## config.mk

```make
export PLATFORM = sky130hd
export DESIGN_NAME = microseq_ctrl
export DESIGN_NICKNAME = d
export VERILOG_FILES = /design/src/rtl/microseq_pkg.sv /design/src/rtl/microseq_sequencer.sv /design/src/rtl/microseq_decode.sv /design/src/rtl/microseq_datapath.sv /design/src/rtl/microseq_ctrl.sv
export SDC_FILE = /design/constraint.sdc
export NUM_CORES = 1
export LEC_CHECK = 0
export BUFFER_PORTS_ARGS = -buffer_cell sky130_fd_sc_hd__buf_2
export CORE_MARGIN = 4
export CORE_UTILIZATION = 25
export DETAILED_ROUTE_END_ITERATION = 7
export RECOVER_POWER = 100
export SKIP_LAST_GASP = 1
export SYNTH_ARGS = -nofsm -noshare
export SYNTH_HDL_FRONTEND = slang
export SYNTH_SLANG_ARGS = --single-unit
export TNS_END_PERCENT = 5
```

## constraint.sdc

```tcl
create_clock -name clk -period 7.6 [get_ports clk]
set_clock_uncertainty 0.1 [all_clocks]
set_input_delay 0.38 -clock clk [delete_from_list [all_inputs] [get_ports clk]]
set_output_delay 0.38 -clock clk [all_outputs]
set_load 0.03 [all_outputs]
```

## src/rtl/microseq_pkg.sv

```systemverilog
package microseq_pkg;

    localparam int unsigned OP_W = 4;

    localparam logic [OP_W-1:0] OPC_ADD = 4'h1;
    localparam logic [OP_W-1:0] OPC_ISZ = 4'h2;
    localparam logic [OP_W-1:0] OPC_BSA = 4'h3;

    typedef enum logic [1:0] {
        PH_FETCH     = 2'b00,
        PH_INDIRECT  = 2'b01,
        PH_EXECUTE   = 2'b10,
        PH_INTERRUPT = 2'b11
    } phase_e;

    typedef enum logic [1:0] {
        MARS_PC   = 2'd0,
        MARS_IRA  = 2'd1,
        MARS_SAVE = 2'd2
    } mar_src_e;

    typedef enum logic [1:0] {
        MBRS_MEM = 2'd0,
        MBRS_PC  = 2'd1,
        MBRS_INC = 2'd2
    } mbr_src_e;

    typedef enum logic {
        PCS_IRA     = 1'b0,
        PCS_ROUTINE = 1'b1
    } pc_src_e;

    typedef struct packed {
        logic     mar_ld;
        mar_src_e mar_src;
        logic     mbr_ld;
        mbr_src_e mbr_src;
        logic     pc_ld;
        pc_src_e  pc_src;
        logic     pc_inc;
        logic     pc_skip;
        logic     ir_ld;
        logic     ir_addr_ld;
        logic     acc_add;
        logic     mem_rd;
        logic     mem_wr;
        logic     done;
    } ctl_t;

endpackage

```

## src/rtl/microseq_sequencer.sv

```systemverilog
module microseq_sequencer
    import microseq_pkg::*;
#(
    parameter int unsigned STEP_W = 3
) (
    input  logic              clk,
    input  logic              rst_n,
    input  logic              phase_done,
    input  logic              fetched_indirect,
    input  logic              irq,
    output phase_e            phase,
    output logic [STEP_W-1:0] step
);

    phase_e            phase_n;
    logic [STEP_W-1:0] step_n;
    logic              irq_en;
    logic              take_irq;

    assign take_irq = irq && irq_en;

    // state register
    always_ff @(posedge clk) begin
        if (!rst_n) begin
            phase  <= PH_FETCH;
            step   <= '0;
            irq_en <= 1'b1;
        end else begin
            phase <= phase_n;
            step  <= step_n;
            if (phase_n == PH_INTERRUPT && phase != PH_INTERRUPT) begin
                irq_en <= 1'b0;
            end
        end
    end

    // next-state decision
    always_comb begin
        phase_n = phase;
        step_n  = step + 1'b1;
        if (phase_done) begin
            step_n = '0;
            unique case (phase)
                PH_FETCH:     phase_n = fetched_indirect ? PH_INDIRECT : PH_EXECUTE;
                PH_INDIRECT:  phase_n = PH_EXECUTE;
                PH_EXECUTE:   phase_n = take_irq ? PH_INTERRUPT : PH_FETCH;
                PH_INTERRUPT: phase_n = PH_FETCH;
                default:      phase_n = PH_FETCH;
            endcase
        end
    end

endmodule

```

## src/rtl/microseq_decode.sv

```systemverilog
module microseq_decode
    import microseq_pkg::*;
#(
    parameter int unsigned STEP_W = 3
) (
    input  phase_e            phase,
    input  logic [STEP_W-1:0] step,
    input  logic [OP_W-1:0]   opcode,
    output ctl_t              ctl
);

    always_comb begin
        ctl = '0;
        unique case (phase)
            PH_FETCH: begin
                case (int'(step))
                    0: begin
                        ctl.mar_ld  = 1'b1;
                        ctl.mar_src = MARS_PC;
                        ctl.mem_rd  = 1'b1;
                    end
                    1: begin
                        ctl.mbr_ld  = 1'b1;
                        ctl.mbr_src = MBRS_MEM;
                        ctl.pc_inc  = 1'b1;
                    end
                    2: begin
                        ctl.ir_ld = 1'b1;
                        ctl.done  = 1'b1;
                    end
                    default: ctl.done = 1'b1;
                endcase
            end
            PH_INDIRECT: begin
                case (int'(step))
                    0: begin
                        ctl.mar_ld  = 1'b1;
                        ctl.mar_src = MARS_IRA;
                        ctl.mem_rd  = 1'b1;
                    end
                    1: begin
                        ctl.mbr_ld  = 1'b1;
                        ctl.mbr_src = MBRS_MEM;
                    end
                    2: begin
                        ctl.ir_addr_ld = 1'b1;
                        ctl.done       = 1'b1;
                    end
                    default: ctl.done = 1'b1;
                endcase
            end
            PH_EXECUTE: begin
                if (opcode == OPC_ADD || opcode == OPC_ISZ) begin
                    case (int'(step))
                        0: begin
                            ctl.mar_ld  = 1'b1;
                            ctl.mar_src = MARS_IRA;
                            ctl.mem_rd  = 1'b1;
                        end
                        1: begin
                            ctl.mbr_ld  = 1'b1;
                            ctl.mbr_src = MBRS_MEM;
                        end
                        2: begin
                            if (opcode == OPC_ADD) begin
                                ctl.acc_add = 1'b1;
                                ctl.done    = 1'b1;
                            end else begin
                                ctl.mbr_ld  = 1'b1;
                                ctl.mbr_src = MBRS_INC;
                            end
                        end
                        3: begin
                            ctl.mem_wr  = 1'b1;
                            ctl.pc_skip = 1'b1;
                            ctl.done    = 1'b1;
                        end
                        default: ctl.done = 1'b1;
                    endcase
                end else if (opcode == OPC_BSA) begin
                    case (int'(step))
                        0: begin
                            ctl.mar_ld  = 1'b1;
                            ctl.mar_src = MARS_IRA;
                            ctl.mbr_ld  = 1'b1;
                            ctl.mbr_src = MBRS_PC;
                        end
                        1: begin
                            ctl.pc_ld  = 1'b1;
                            ctl.pc_src = PCS_IRA;
                            ctl.mem_wr = 1'b1;
                        end
                        2: begin
                            ctl.pc_inc = 1'b1;
                            ctl.done   = 1'b1;
                        end
                        default: ctl.done = 1'b1;
                    endcase
                end else begin
                    ctl.done = 1'b1;
                end
            end
            PH_INTERRUPT: begin
                case (int'(step))
                    0: begin
                        ctl.mbr_ld  = 1'b1;
                        ctl.mbr_src = MBRS_PC;
                    end
                    1: begin
                        ctl.mar_ld  = 1'b1;
                        ctl.mar_src = MARS_SAVE;
                        ctl.pc_ld   = 1'b1;
                        ctl.pc_src  = PCS_ROUTINE;
                    end
                    2: begin
                        ctl.mem_wr = 1'b1;
                        ctl.done   = 1'b1;
                    end
                    default: ctl.done = 1'b1;
                endcase
            end
            default: ctl.done = 1'b1;
        endcase
    end

endmodule

```

## src/rtl/microseq_datapath.sv

```systemverilog
module microseq_datapath
    import microseq_pkg::*;
#(
    parameter int unsigned           ADDR_W       = 11,
    parameter logic [ADDR_W-1:0]     SAVE_ADDR    = 11'h7F0,
    parameter logic [ADDR_W-1:0]     ROUTINE_ADDR = 11'h7F1,
    localparam int unsigned          WORD_W       = OP_W + 1 + ADDR_W
) (
    input  logic              clk,
    input  logic              rst_n,
    input  ctl_t              ctl,
    input  logic [WORD_W-1:0] mem_rdata,
    output logic [ADDR_W-1:0] mem_addr,
    output logic [WORD_W-1:0] mem_wdata,
    output logic [OP_W-1:0]   opcode,
    output logic              fetched_indirect,
    output logic [ADDR_W-1:0] pc_q,
    output logic [WORD_W-1:0] acc_q
);

    localparam int unsigned IND_BIT = ADDR_W;

    logic [ADDR_W-1:0] mar_q;
    logic [ADDR_W-1:0] mar_d;
    logic [WORD_W-1:0] mbr_q;
    logic [WORD_W-1:0] mbr_d;
    logic [WORD_W-1:0] ir_q;
    logic [ADDR_W-1:0] ir_addr;
    logic              mbr_zero;

    assign ir_addr  = ir_q[ADDR_W-1:0];
    assign mbr_zero = (mbr_q == '0);

    always_comb begin
        mar_d = pc_q;
        unique case (ctl.mar_src)
            MARS_PC:   mar_d = pc_q;
            MARS_IRA:  mar_d = ir_addr;
            MARS_SAVE: mar_d = SAVE_ADDR;
            default:   mar_d = pc_q;
        endcase
    end

    always_comb begin
        mbr_d = mem_rdata;
        unique case (ctl.mbr_src)
            MBRS_MEM: mbr_d = mem_rdata;
            MBRS_PC:  mbr_d = WORD_W'(pc_q);
            MBRS_INC: mbr_d = mbr_q + 1'b1;
            default:  mbr_d = mem_rdata;
        endcase
    end

    always_ff @(posedge clk) begin
        if (!rst_n) begin
            pc_q  <= '0;
            mar_q <= '0;
            mbr_q <= '0;
            ir_q  <= '0;
            acc_q <= '0;
        end else begin
            if (ctl.mar_ld) begin
                mar_q <= mar_d;
            end
            if (ctl.mbr_ld) begin
                mbr_q <= mbr_d;
            end
            if (ctl.pc_ld) begin
                pc_q <= (ctl.pc_src == PCS_ROUTINE) ? ROUTINE_ADDR : ir_addr;
            end else if (ctl.pc_inc || (ctl.pc_skip && mbr_zero)) begin
                pc_q <= pc_q + 1'b1;
            end
            if (ctl.ir_ld) begin
                ir_q <= mbr_q;
            end else if (ctl.ir_addr_ld) begin
                ir_q[ADDR_W-1:0] <= mbr_q[ADDR_W-1:0];
            end
            if (ctl.acc_add) begin
                acc_q <= acc_q + mbr_q;
            end
        end
    end

    assign mem_addr         = ctl.mar_ld ? mar_d : mar_q;
    assign mem_wdata        = mbr_q;
    assign opcode           = ir_q[WORD_W-1 -: OP_W];
    assign fetched_indirect = mbr_q[IND_BIT];

endmodule

```

## src/rtl/microseq_ctrl.sv

```systemverilog
module microseq_ctrl
    import microseq_pkg::*;
#(
    parameter int unsigned       ADDR_W       = 11,
    parameter int unsigned       STEP_W       = 3,
    parameter logic [ADDR_W-1:0] SAVE_ADDR    = 11'h7F0,
    parameter logic [ADDR_W-1:0] ROUTINE_ADDR = 11'h7F1,
    localparam int unsigned      WORD_W       = OP_W + 1 + ADDR_W
) (
    input  logic              clk,
    input  logic              rst_n,
    input  logic              irq,
    input  logic [WORD_W-1:0] mem_rdata,
    output logic [ADDR_W-1:0] mem_addr,
    output logic [WORD_W-1:0] mem_wdata,
    output logic              mem_rd,
    output logic              mem_wr,
    output logic [1:0]        phase_o,
    output logic [STEP_W-1:0] step_o,
    output logic [ADDR_W-1:0] pc_o,
    output logic [WORD_W-1:0] acc_o
);

    phase_e            phase;
    logic [STEP_W-1:0] step;
    ctl_t              ctl;
    logic [OP_W-1:0]   ir_opcode;
    logic              fetched_indirect;

    microseq_sequencer #(
        .STEP_W (STEP_W)
    ) u_seq (
        .clk              (clk),
        .rst_n            (rst_n),
        .phase_done       (ctl.done),
        .fetched_indirect (fetched_indirect),
        .irq              (irq),
        .phase            (phase),
        .step             (step)
    );

    microseq_decode #(
        .STEP_W (STEP_W)
    ) u_dec (
        .phase  (phase),
        .step   (step),
        .opcode (ir_opcode),
        .ctl    (ctl)
    );

    microseq_datapath #(
        .ADDR_W       (ADDR_W),
        .SAVE_ADDR    (SAVE_ADDR),
        .ROUTINE_ADDR (ROUTINE_ADDR)
    ) u_dp (
        .clk              (clk),
        .rst_n            (rst_n),
        .ctl              (ctl),
        .mem_rdata        (mem_rdata),
        .mem_addr         (mem_addr),
        .mem_wdata        (mem_wdata),
        .opcode           (ir_opcode),
        .fetched_indirect (fetched_indirect),
        .pc_q             (pc_o),
        .acc_q            (acc_o)
    );

    assign mem_rd  = ctl.mem_rd;
    assign mem_wr  = ctl.mem_wr;
    assign phase_o = phase;
    assign step_o  = step;

endmodule

```

==> results.ini <==
[run_status]
status=completed

[critical_path]
worst_path_max_delay_cell=ha_1
slowest_delay_ns=0.70
crit_family=simple AND/OR/NAND/NOR gates
critPathRequiredTime_ns=7.73
end_kind=register
path_cells=or4b_1 > nor2_1 > nand2_1 > ha_1 > clkinv_1 > nand2_1 > nor2_1 > a22oi_1 > o21ai_0 > and2_0
critical_path_class=reg -> reg
crit_buf_inv=1
cp.arrival_ns=4.01
path_max_fanout=19
ff2ff_setup_slack_ns=3.72
start_kind=register

[route]
vias=4688
drtAntennaViolNets=0
drc=0
drt-total-wl_mm=14.7
vias_per_cell=4.95
drtIter0Drc=445
first_pass_iters=5
routedWlPerCell_um=15.6

[sta]
tightest_slew_ns=1.16
min_period_ns=3.88
final.setup.tns_ns=0
hold_viol_final=0
drv_slew=0
slew-limit-headroom=0.226
clock.fmax_mhz=258
setup_violations=0
rsz0062_at_grt=false
worst_slack_ns=3.72
fin_crit_sh=0.510

[power]
leakagePower_nw=2.01
ir_drop_mv=0.109
powerDensity_nw_per_um2=291

[floorplan]
num_io_pins=80
die_width_um=147
die_area_um2=21600
initial_utilization=0.256
rows=50
die_y_um=147
core_area_um2=18800

[grt]
grt_usage=0.136
antenna_found_initial=0
first_global_vias=4312
grt_pass1_wl_mm=24.0
grt_max_degree=64
grt_overflow_total=0

[clocking]
cts_made_buffers=9
path_clk_slew_ns=0.06
clkLatencyLatePin_ns=0.34
cts_tree=done
cts.hold.buffers_added=0
cts_setup_buffers=0
cts_root_buf=clkbuf_16
cts_sinks=75
cts_resized=0
cts_buffer_depth=2
ctsHtreeMaxLevel=3

[synthesis]
synth_most_common_cell=nand2_1
yosysWarnings=0
synth_seq_area_share=0.311
synth_top_area_share=0.311
syn-num-nets=679
syn_avg_cell_area_um2=7.64
synth_seq_cells=75
synth.area.top_cells=dfxtp_1 (31%), ha_1 (7.0%), a21oi_1 (6.4%), nand2_1 (6.4%), o21ai_0 (4.3%)
synth_edf_count=0
netlist_area_um2=4830
synth.distinct_cells=64
synthCells=632
synth_largest_area_cell=dfxtp_1
yosys-top-cells-count=nand2_1 (82), dfxtp_1 (75), a21oi_1 (62)
async_flop_share=0
ys.flop_type=dfxtp_1

[placed_design]
post-dp-hpwl_mm=11.0
finalWeightedCongestion=0.842
placed_cells=932
io_buffers=79
place_ws_ns=3.75

[run]
cap_violations=0

[cells_and_area]
drive_gt1_frac=0.0640
fin_util=0.296
nets=730
area_delta_synth_final_pct=15.5
instances_no_fill=947
antennaDiodeCount=0
fillers=2064

[worst_hold_path]
hp-class=in -> reg

[flip-flops by register name, indices dropped and copies added (netlist names)]
register / count
u_seq.phase: 2
u_seq.step: 3
u_dp.ir_q: 15
u_dp.mar_q: 11
u_dp.acc_q: 16
u_dp.pc_q: 11
u_seq.irq_en: 1
u_dp.mem_wdata: 16
[layer usage]
layer  vias up  wire length [um]  track usage
met1      2133              7360        0.203
li1       2376                 -            -
met5         -                 0            0
met4         0               135       0.0270
met2       163              6150        0.194
met3        16              1090       0.0379
[worst register-to-register path: stages, from the launching register on]
cell,delay (ns)
dfxtp_1,0.60
or4b_1,0.62
nor2_1,0.22
nand2_1,0.13
ha_1,0.70
clkinv_1,0.44
nand2_1,0.43
nor2_1,0.09
a22oi_1,0.17
o21ai_0,0.09
and2_0,0.19
[through the flow]
step	power [W]	hold WS, ns	cell area, um^2
global placement	0.00125	0.348	5400
finish	0.00162	0.211	5580
detailed placement	0.00126	0.357	5400
floorplan	0.00106	0.340	4830
global route	0.00174	0.245	5580
CTS	0.00166	0.199	5660
[layout by cell type, fill, tap and decap left out, types with 4 or more instances in the layout]
cell / count
o211ai_1: 12
nand4_1: 11
nor4_1: 6
nand2b_1: 4
and2_0: 12
a21oi_1: 63
inv_1: 13
o21ai_0: 41
xnor2_1: 11
ha_1: 27
a211oi_1: 5
o22ai_1: 4
or2_2: 5
and3_1: 9
mux2i_1: 15
a221o_1: 8
nor2_1: 51
clkbuf_16: 9
dfxtp_1: 75
nand3_1: 21
o31ai_1: 7
clkbuf_1: 62
or3_1: 5
a21o_1: 5
nor2b_1: 26
buf_2: 18
nand2_1: 82
xor2_1: 9
nor3_1: 14
[cells by family after synthesis]
family / Yosys count / synth area share
and+or+nand+nor: 258 / 0.263
AOI/OAI and AO/OA: 179 / 0.236
DFF: 75 / 0.311
buffers and inverters: 57 / 0.0477
adders and majority gates: 28 / 0.0742
xor gates and xnor gates: 20 / 0.0363
muxes: 15 / 0.0311
[cell type report]
class / count / area, um^2 / share of cell area
clock buffers: 10 / 229 / 0.0411
clock inverters: 5 / 31.3 / 0.00561
inverters: 15 / 56.3 / 0.0101
multi-input cells: 500 / 3090 / 0.554
flip-flops and latches: 75 / 1500 / 0.269
well taps: 260 / 325 / 0.0583
repair buffers: 82 / 342 / 0.0613
[report_power, final]
| part | leakage, nW | switching (W) | internal (W) | total, W |
|---|---|---|---|---|
| logic | 1.28 | 0.000441 | 0.000208 | 0.000649 |
| registers | 0.607 | 0.000133 | 0.000450 | 0.000583 |
| clock network | 0.128 | 0.000171 | 0.000218 | 0.000389 |
| total | 2.01 | 0.000745 | 0.000876 | 0.00162 |
[path summary, 6_finish.rpt]
kind / startpoint / to / depth (start not counted)
max: u_seq.phase[1] / u_dp.mem_wdata[11] / 10
min: mem_rdata[10] / u_dp.mem_wdata[10] / 3
max reg2reg: u_seq.phase[1] / u_dp.mem_wdata[11] / 10
min reg2reg: u_seq.irq_en / u_seq.irq_en / 2
Note: power is estimated with default switching activity, not from simulation.
